<file path="config.mk">
export PLATFORM = sky130hd
export DESIGN_NAME = itmr_top
export DESIGN_NICKNAME = d
export VERILOG_FILES = /design/src/rtl/itmr_pkg.sv /design/src/rtl/itmr_ctrl.sv /design/src/rtl/itmr_datapath.sv /design/src/rtl/itmr_top.sv
export SDC_FILE = /design/constraint.sdc
export NUM_CORES = 1
export LEC_CHECK = 0
export ABC_AREA = 1
export BUFFER_PORTS_ARGS = -buffer_cell sky130_fd_sc_hd__buf_2
export CORE_MARGIN = 2
export CORE_UTILIZATION = 60
export CTS_BUF_LIST = sky130_fd_sc_hd__clkbuf_4
export DETAILED_ROUTE_END_ITERATION = 8
export PLACE_DENSITY = 0.81
export SLEW_MARGIN = 20
export SYNTH_ARGS = -nofsm -noshare
export SYNTH_HDL_FRONTEND = slang
export SYNTH_SLANG_ARGS = --single-unit
</file>
<file path="constraint.sdc">
create_clock -name clk -period 5.5 [get_ports clk]
set_clock_uncertainty 0.2 [all_clocks]
set_input_delay 0.55 -clock clk [delete_from_list [all_inputs] [get_ports clk]]
set_output_delay 0.55 -clock clk [all_outputs]
set_load 0.01 [all_outputs]
</file>
<file path="src/rtl/itmr_pkg.sv">
package itmr_pkg;
  localparam int DATA_W = 16;
  localparam int PRE_W  = 4;
  localparam int ADDR_W = 3;

  localparam int B_EN     = 0;
  localparam int B_RLD    = 1;
  localparam int B_FLAG   = 2;
  localparam int B_IE     = 3;
  localparam int B_OVW    = 4;
  localparam int B_DBG    = 5;
  localparam int B_DOZE   = 6;
  localparam int B_PRE_LO = 8;

  localparam int OFF_CTRL = 0;
  localparam int OFF_MOD  = 2;
  localparam int OFF_CNT  = 4;

  typedef struct packed {
    logic modWr;
    logic cntLoad;
    logic preRestart;
  } dpCmd_t;
endpackage

</file>
<file path="src/rtl/itmr_ctrl.sv">
module itmr_ctrl
  import itmr_pkg::*;
#(
  parameter int DATA_W = itmr_pkg::DATA_W,
  parameter int PRE_W  = itmr_pkg::PRE_W,
  parameter int ADDR_W = itmr_pkg::ADDR_W
) (
  input  logic              clk,
  input  logic              rstN,
  input  logic              wrEn,
  input  logic [ADDR_W-1:0] addr,
  input  logic [DATA_W-1:0] wrData,
  input  logic              expire,
  output dpCmd_t            cmd,
  output logic [DATA_W-1:0] ctrlQ,
  output logic              flagQ,
  output logic              irq
);
  localparam logic [DATA_W-1:0] PRE_MASK   = DATA_W'(((1 << PRE_W) - 1) << B_PRE_LO);
  localparam logic [DATA_W-1:0] FLAG_BITS  = DATA_W'((1 << B_EN) | (1 << B_RLD) | (1 << B_IE) |
                                                     (1 << B_OVW) | (1 << B_DBG) | (1 << B_DOZE));
  localparam logic [DATA_W-1:0] STORE_MASK = PRE_MASK | FLAG_BITS;
  localparam logic [DATA_W-1:0] CFG_MASK   = STORE_MASK & ~DATA_W'(1 << B_IE);

  logic ctrlWr, modWr, cfgChanged, flagClr;

  assign ctrlWr     = wrEn && (addr == ADDR_W'(OFF_CTRL));
  assign modWr      = wrEn && (addr == ADDR_W'(OFF_MOD));
  assign cfgChanged = |((ctrlQ ^ wrData) & CFG_MASK);
  assign flagClr    = (ctrlWr && wrData[B_FLAG]) || modWr;

  always_comb begin
    cmd.modWr      = modWr;
    cmd.cntLoad    = modWr && ctrlQ[B_OVW];
    cmd.preRestart = ctrlWr && cfgChanged;
  end

  always_ff @(posedge clk) begin
    if (!rstN) begin
      ctrlQ <= '0;
      flagQ <= 1'b0;
    end else begin
      if (ctrlWr) ctrlQ <= wrData & STORE_MASK;
      if (expire)       flagQ <= 1'b1;
      else if (flagClr) flagQ <= 1'b0;
    end
  end

  assign irq = flagQ && ctrlQ[B_IE];

  // write-one-to-clear on the flag bit
  a_r6_flag_w1c: assert property (@(posedge clk) disable iff (!rstN)
    ctrlWr && wrData[B_FLAG] && !expire |=> !flagQ);
  // the flag stays set unless something clears it
  a_r6_flag_sticky: assert property (@(posedge clk) disable iff (!rstN)
    flagQ && !flagClr |=> flagQ);
  // a modulus write clears the flag
  a_r8_mod_clears: assert property (@(posedge clk) disable iff (!rstN)
    modWr && !expire |=> !flagQ);
  // an expiry from the datapath sets the flag
  a_r4_expire_sets: assert property (@(posedge clk) disable iff (!rstN)
    expire |=> flagQ);
endmodule

</file>
<file path="src/rtl/itmr_datapath.sv">
module itmr_datapath
  import itmr_pkg::*;
#(
  parameter int DATA_W = itmr_pkg::DATA_W,
  parameter int PRE_W  = itmr_pkg::PRE_W
) (
  input  logic              clk,
  input  logic              rstN,
  input  dpCmd_t            cmd,
  input  logic [DATA_W-1:0] wrData,
  input  logic              en,
  input  logic              rld,
  input  logic [PRE_W-1:0]  pre,
  output logic [DATA_W-1:0] modQ,
  output logic [DATA_W-1:0] cntQ,
  output logic              expire
);
  localparam int PRE_CNT_W = 1 << PRE_W;

  logic [PRE_CNT_W-1:0] preCnt, preTerm;
  logic [DATA_W-1:0]    limit;
  logic                 preHit, tick, preClr;

  assign preTerm = (PRE_CNT_W'(1) << ({1'b0, pre} + (PRE_W+1)'(1))) - PRE_CNT_W'(1);
  assign preHit  = (preCnt == preTerm);
  assign preClr  = !en || cmd.preRestart || cmd.cntLoad;
  assign tick    = !preClr && preHit;
  assign expire  = tick && (cntQ == '0);
  assign limit   = rld ? modQ : '1;

  always_ff @(posedge clk) begin
    if (!rstN) begin
      preCnt <= '0;
      modQ   <= '1;
      cntQ   <= '1;
    end else begin
      if (preClr || preHit) preCnt <= '0;
      else                  preCnt <= preCnt + PRE_CNT_W'(1);
      if (cmd.modWr) modQ <= wrData;
      if (cmd.cntLoad)   cntQ <= wrData;
      else if (expire)   cntQ <= limit;
      else if (tick)     cntQ <= cntQ - DATA_W'(1);
    end
  end

  // reload mode takes the modulus on expiry
  a_r5_reload: assert property (@(posedge clk) disable iff (!rstN)
    expire && rld && !cmd.modWr |=> cntQ == modQ);
  // free-run mode wraps to all ones
  a_r5_freerun: assert property (@(posedge clk) disable iff (!rstN)
    expire && !rld |=> cntQ == '1);
  // a disabled counter holds
  a_r11_hold: assert property (@(posedge clk) disable iff (!rstN)
    !en && !cmd.cntLoad |=> $stable(cntQ));
  // overwrite loads the written value
  a_r9_load: assert property (@(posedge clk) disable iff (!rstN)
    cmd.cntLoad |=> cntQ == $past(wrData));
endmodule

</file>
<file path="src/rtl/itmr_top.sv">
module itmr_top
  import itmr_pkg::*;
#(
  parameter int DATA_W = itmr_pkg::DATA_W,
  parameter int PRE_W  = itmr_pkg::PRE_W,
  parameter int ADDR_W = itmr_pkg::ADDR_W
) (
  input  logic              clk,
  input  logic              rstN,
  input  logic              wrEn,
  input  logic [ADDR_W-1:0] addr,
  input  logic [DATA_W-1:0] wrData,
  output logic [DATA_W-1:0] rdData,
  output logic              irq
);
  dpCmd_t            cmd;
  logic [DATA_W-1:0] ctrlQ, modQ, cntQ;
  logic              flagQ, expire;

  itmr_ctrl #(.DATA_W(DATA_W), .PRE_W(PRE_W), .ADDR_W(ADDR_W)) uCtrl (
    .clk(clk), .rstN(rstN), .wrEn(wrEn), .addr(addr), .wrData(wrData),
    .expire(expire), .cmd(cmd), .ctrlQ(ctrlQ), .flagQ(flagQ), .irq(irq)
  );

  itmr_datapath #(.DATA_W(DATA_W), .PRE_W(PRE_W)) uDp (
    .clk(clk), .rstN(rstN), .cmd(cmd), .wrData(wrData),
    .en(ctrlQ[B_EN]), .rld(ctrlQ[B_RLD]), .pre(ctrlQ[B_PRE_LO +: PRE_W]),
    .modQ(modQ), .cntQ(cntQ), .expire(expire)
  );

  always_comb begin
    case (addr)
      ADDR_W'(OFF_CTRL): rdData = ctrlQ | (DATA_W'(flagQ) << B_FLAG);
      ADDR_W'(OFF_MOD):  rdData = modQ;
      ADDR_W'(OFF_CNT):  rdData = cntQ;
      default:           rdData = '0;
    endcase
  end
endmodule

</file>
==> summary by stage <==
Run status
The flow ran to the end, and the final reports show no timing, DRC or antenna violations.

Setup path
The critical path goes through buf_2 -> nor3_4 -> inv_2 -> nor2_4 -> inv_2 -> nor2_4 -> inv_2 -> nand3_2 -> inv_2 -> nand3_1 -> nor3b_1. The most frequent cell on the critical path is sky130_fd_sc_hd__inv_2. STA classifies the critical path startpoint as a primary input. In this run the worst path has a maximum fanout of 19. The endpoint required time on the critical path is between 5 and 6 ns. The number of buffers and inverters on the critical path is 5. The worst setup path category is primary input to register. Grouping stages by cell kind, the critical path spends the most delay in simple AND/OR/NAND/NOR gates.

Data on the critical path arrives at its endpoint at 3.27 ns. The capturing element type of the critical path is a register. The worst-path cell with the longest stage delay is sky130_fd_sc_hd__nor3_4. On the worst path, the slowest cell contributes a delay of 0.50 ns.

Clock tree
The clock tree synthesis step divided the H-tree into 3 levels. The number of buffers created by CTS is 9. The root buffer cell chosen for the clock tree is sky130_fd_sc_hd__clkbuf_4.

The maximum count of clock buffers along a single path is 2. Clock latency on the worst-skew pair, taken at its later pin, is 0.41 ns. The clock slew seen by the registers of the worst setup and hold paths is 0.11 ns. The TritonCTS clock tree is done.

The clock drives 59 sinks. The number of gates resized after CTS was 0. The number of buffers inserted to repair setup after CTS is 0. In this run, post-CTS hold repair placed 0 buffers.

Placed design
The placed wire-length estimate is 9910 µm. The placed instances occupy a cell area of approximately 4300 µm². The number of buffers added on ports is 38. Before CTS, the worst setup slack after placement is 1.92 ns. The post-placement cell count is 758.

At the end of routability-driven placement, the weighted congestion stood at between 0.9 and 1.

Timing
The worst hold margin is between 0.15 and 0.2 ns. Setup violations remaining at the end of the flow were counted as 0. The final total negative setup slack is 0 ns.

The highest clock rate is 0.313 GHz. The slack of the critical path is 2.31 ns. The number of hold violations in the final report is 0. After layout, the worst path uses 58.1% of the clock period.

The number of pins with negative max-slew slack in the final report was 0. The post-route minimum period is 3.19 ns. The actual slew at the worst max-slew pin is about 0.67 ns. Setup repair after global routing left no endpoint under its margin.

The worst pin sits at a relative slew slack of a little under three fifths.

Yosys
The cell area after synthesis is 4120 µm². The number of flip-flops and latches in the synthesized netlist is 59. After synthesis, the largest area contributor takes up 28.6% of total cell area. The number of nets in the synthesized netlist is 683. In the synthesized netlist the dominant register cell turns out to be sky130_fd_sc_hd__dfxtp_1. After technology mapping, the gate count stands at 658. The sequential share of the synthesized area is between 20 and 30%. The top cell type by total area after synthesis is sky130_fd_sc_hd__dfxtp_1. During synthesis, Yosys emitted a total of 0 warnings. The most frequent cell after synthesis is sky130_fd_sc_hd__nand2_1. The synthesized netlist contains 42 unique library cells. The average footprint of a synthesized cell is 6.27 µm². In the synthesized netlist the async set-or-reset flop fraction comes to 0%. After synthesis, the most frequently instantiated cells are sky130_fd_sc_hd__nand2_1 (187), sky130_fd_sc_hd__inv_1 (76), sky130_fd_sc_hd__nor2_1 (62), sky130_fd_sc_hd__dfxtp_1 (59), sky130_fd_sc_hd__nand3_1 (56).

The synthesized design contains 0 enable-type register cells. Yosys attributes the largest share of cell area to sky130_fd_sc_hd__dfxtp_1 (29%), sky130_fd_sc_hd__nand2_1 (17%), sky130_fd_sc_hd__inv_1 (6.9%).

Drt
For this block, the initial DRC count from the detailed router was 511. Summed over all layers, the routed wires come to 12800 µm. In the routed layout, each cell is associated on average with a via count of 5.94.

The number of detailed-routing iterations run before antenna repair is 5. In this run the remaining antenna-violating nets after routing total 0. For this block, the via count after detailed routing is 4599. The routed wirelength normalized by instance count is 16.5 µm. The DRC violation count after routing is 0.

Final layout
The area growth from synthesis to layout is 7.77%. The repair_antennas step left the layout with diodes totalling 0. In the final layout, flip-flops and latches occupy ~1200 µm². The finished layout holds 774 standard cells, fillers aside.

The final net count is just over 700. The core occupancy in the finished layout is 66.1%. The post-route netlist has between 10 and 15% of its cells at a drive strength greater than 1. The final cell area excluding filler cells is 4440 µm². The layout has ~640 filler cells. The multi-input gate area in the final layout is about 2500 µm².

Min path
The worst hold-check path type is primary input to register.

Pwr
The share of total power dissipated in sequential elements is 52.3%. The power per cell area is 191 nW/µm². The share of total power dissipated in combinational logic is between 10 and 15%.

The switching power share of the total is 32.8%. In this run the static leakage power is 2.13 nW. The internal portion of the total power is between 0.5 and 0.6 mW. The power dissipated by switching net loads is between 0.2 and 0.3 mW. IR analysis of the VDD net gives a maximum drop of 148 µV. The clock network burns 33.3% of the power. The completed layout was analyzed and its total power is between 0.8 and 0.9 mW.

Global routing
The via count of the first global-routing pass was roughly 4000. The number of antenna violations at the first check in global routing is 0. The maximum number of pins on one net before global-route repair is 32.

Global routing finished with a remaining overflow of 0. The first-pass GRT wire length is 20300 µm. Global routing consumed, over all layers together, around a third of the routing resources.

Floorplanning
For this configuration, the core starts out at a cell density of 61.4%. The overall die area is 7550 µm². During I/O placement, the number of pins put on the boundary was 39. The floorplan step defined a core boundary enclosing 6720 µm². The site row count is 30. The die is 86.9 µm tall.

From left edge to right edge, the die measures 86.9 µm.

Run
Across the run, the number of max-cap violations was 0.
power groups by stage:
stage	Clock (mW)	Sequential, mW	Combinational [mW]
floorplan	0	0.449	0.0828
global placement	0	0.453	0.118
detailed placement	0	0.453	0.119
CTS	0.286	0.443	0.120
global route	0.304	0.445	0.136
finish	0.282	0.444	0.122
kinds of logic (layout without fill, tap and decap cells):
logic type                 count (synthesis)  in the layout  share of synthesized area (%)
adders and majority gates                  3              3                          0.910
AOI/OAI and AO/OA                        100            100                           15.1
DFF                                       59             59                           28.6
and+or+nand+nor                          368            368                           41.0
other                                      1              1                         0.0909
buffers and inverters                    111            147                           10.6
xor gates and xnor gates                  16             16                           3.58
per-layer routing:
layer / wire length, µm / global-route usage [%] / vias up / part of all wire, %
met2: 4990 / 47.1 / 238 / 39
met1: 6070 / 54.0 / 2105 / 48
met5: 0 / 0 / - / 0
li1: - / - / 2216 / -
met3: 1290 / 7.39 / 40 / 10
met4: 403 / 12.9 / 0 / 3.2
final timing paths:
check	startpoint	end	slack [ns]	cells past startpoint
setup reg to reg	uCtrl.ctrlQ[10]$_SDFFE_PN0P_	uDp.cntQ[2]$_SDFFE_PN1P_	2.51	17
hold reg to reg	uDp.preCnt[0]$_SDFF_PP0_	uDp.preCnt[0]$_SDFF_PP0_	0.29	1
hold / removal	wrData[15]	uDp.modQ[15]$_SDFFE_PN1P_	0.19	3
setup / recovery	addr[2]	uDp.preCnt[10]$_SDFF_PP0_	2.31	11
area by class of cell:
type,count,area share (%)
Clock buffer,9,1.52
Clock inverter,7,1.18
Inverter,93,7.85
Multi-Input combinational cell,488,56.3
Sequential cell,59,26.6
Tap cell,80,2.25
Timing Repair Buffer,38,4.28
cell usage in the layout (no fill, tap or decap), drive strengths merged, types with 4 or more instances in the layout:
| master | n |
|---|---|
| nand4 | 15 |
| a31oi | 7 |
| buf | 38 |
| nor2 | 71 |
| nor3b | 4 |
| o211ai | 10 |
| nand3 | 61 |
| inv | 88 |
| clkinv | 9 |
| xor2 | 15 |
| clkbuf | 9 |
| o21ai | 36 |
| a21oi | 32 |
| dfxtp | 59 |
| o221ai | 10 |
| nor3 | 13 |
| nand2 | 194 |
sequential cells by signal, summed over array words and instances, names as in the netlist:
register	cells
uCtrl.ctrlQ	10
uCtrl.flagQ	1
uDp.cntQ	16
uDp.modQ	16
uDp.preCnt	16
worst register-to-register path: stages (launching register included):
cell                      delay [ns]
sky130_fd_sc_hd__dfxtp_1        0.65
sky130_fd_sc_hd__nor2_8         0.10
sky130_fd_sc_hd__nand2_1        0.08
sky130_fd_sc_hd__ha_1           0.24
sky130_fd_sc_hd__nand2_1        0.07
sky130_fd_sc_hd__nand2_1        0.04
sky130_fd_sc_hd__nor2_1         0.15
sky130_fd_sc_hd__nand2_1        0.09
sky130_fd_sc_hd__a21oi_1        0.14
sky130_fd_sc_hd__nand3_1        0.10
sky130_fd_sc_hd__nor2_2         0.14
sky130_fd_sc_hd__nand3_2        0.11
sky130_fd_sc_hd__nor2_4         0.15
sky130_fd_sc_hd__nand2_4        0.12
sky130_fd_sc_hd__nand2_4        0.23
sky130_fd_sc_hd__inv_2          0.11
sky130_fd_sc_hd__nand2_1        0.08
sky130_fd_sc_hd__nand3_1        0.08
Note: power is estimated with default switching activity, not from simulation.
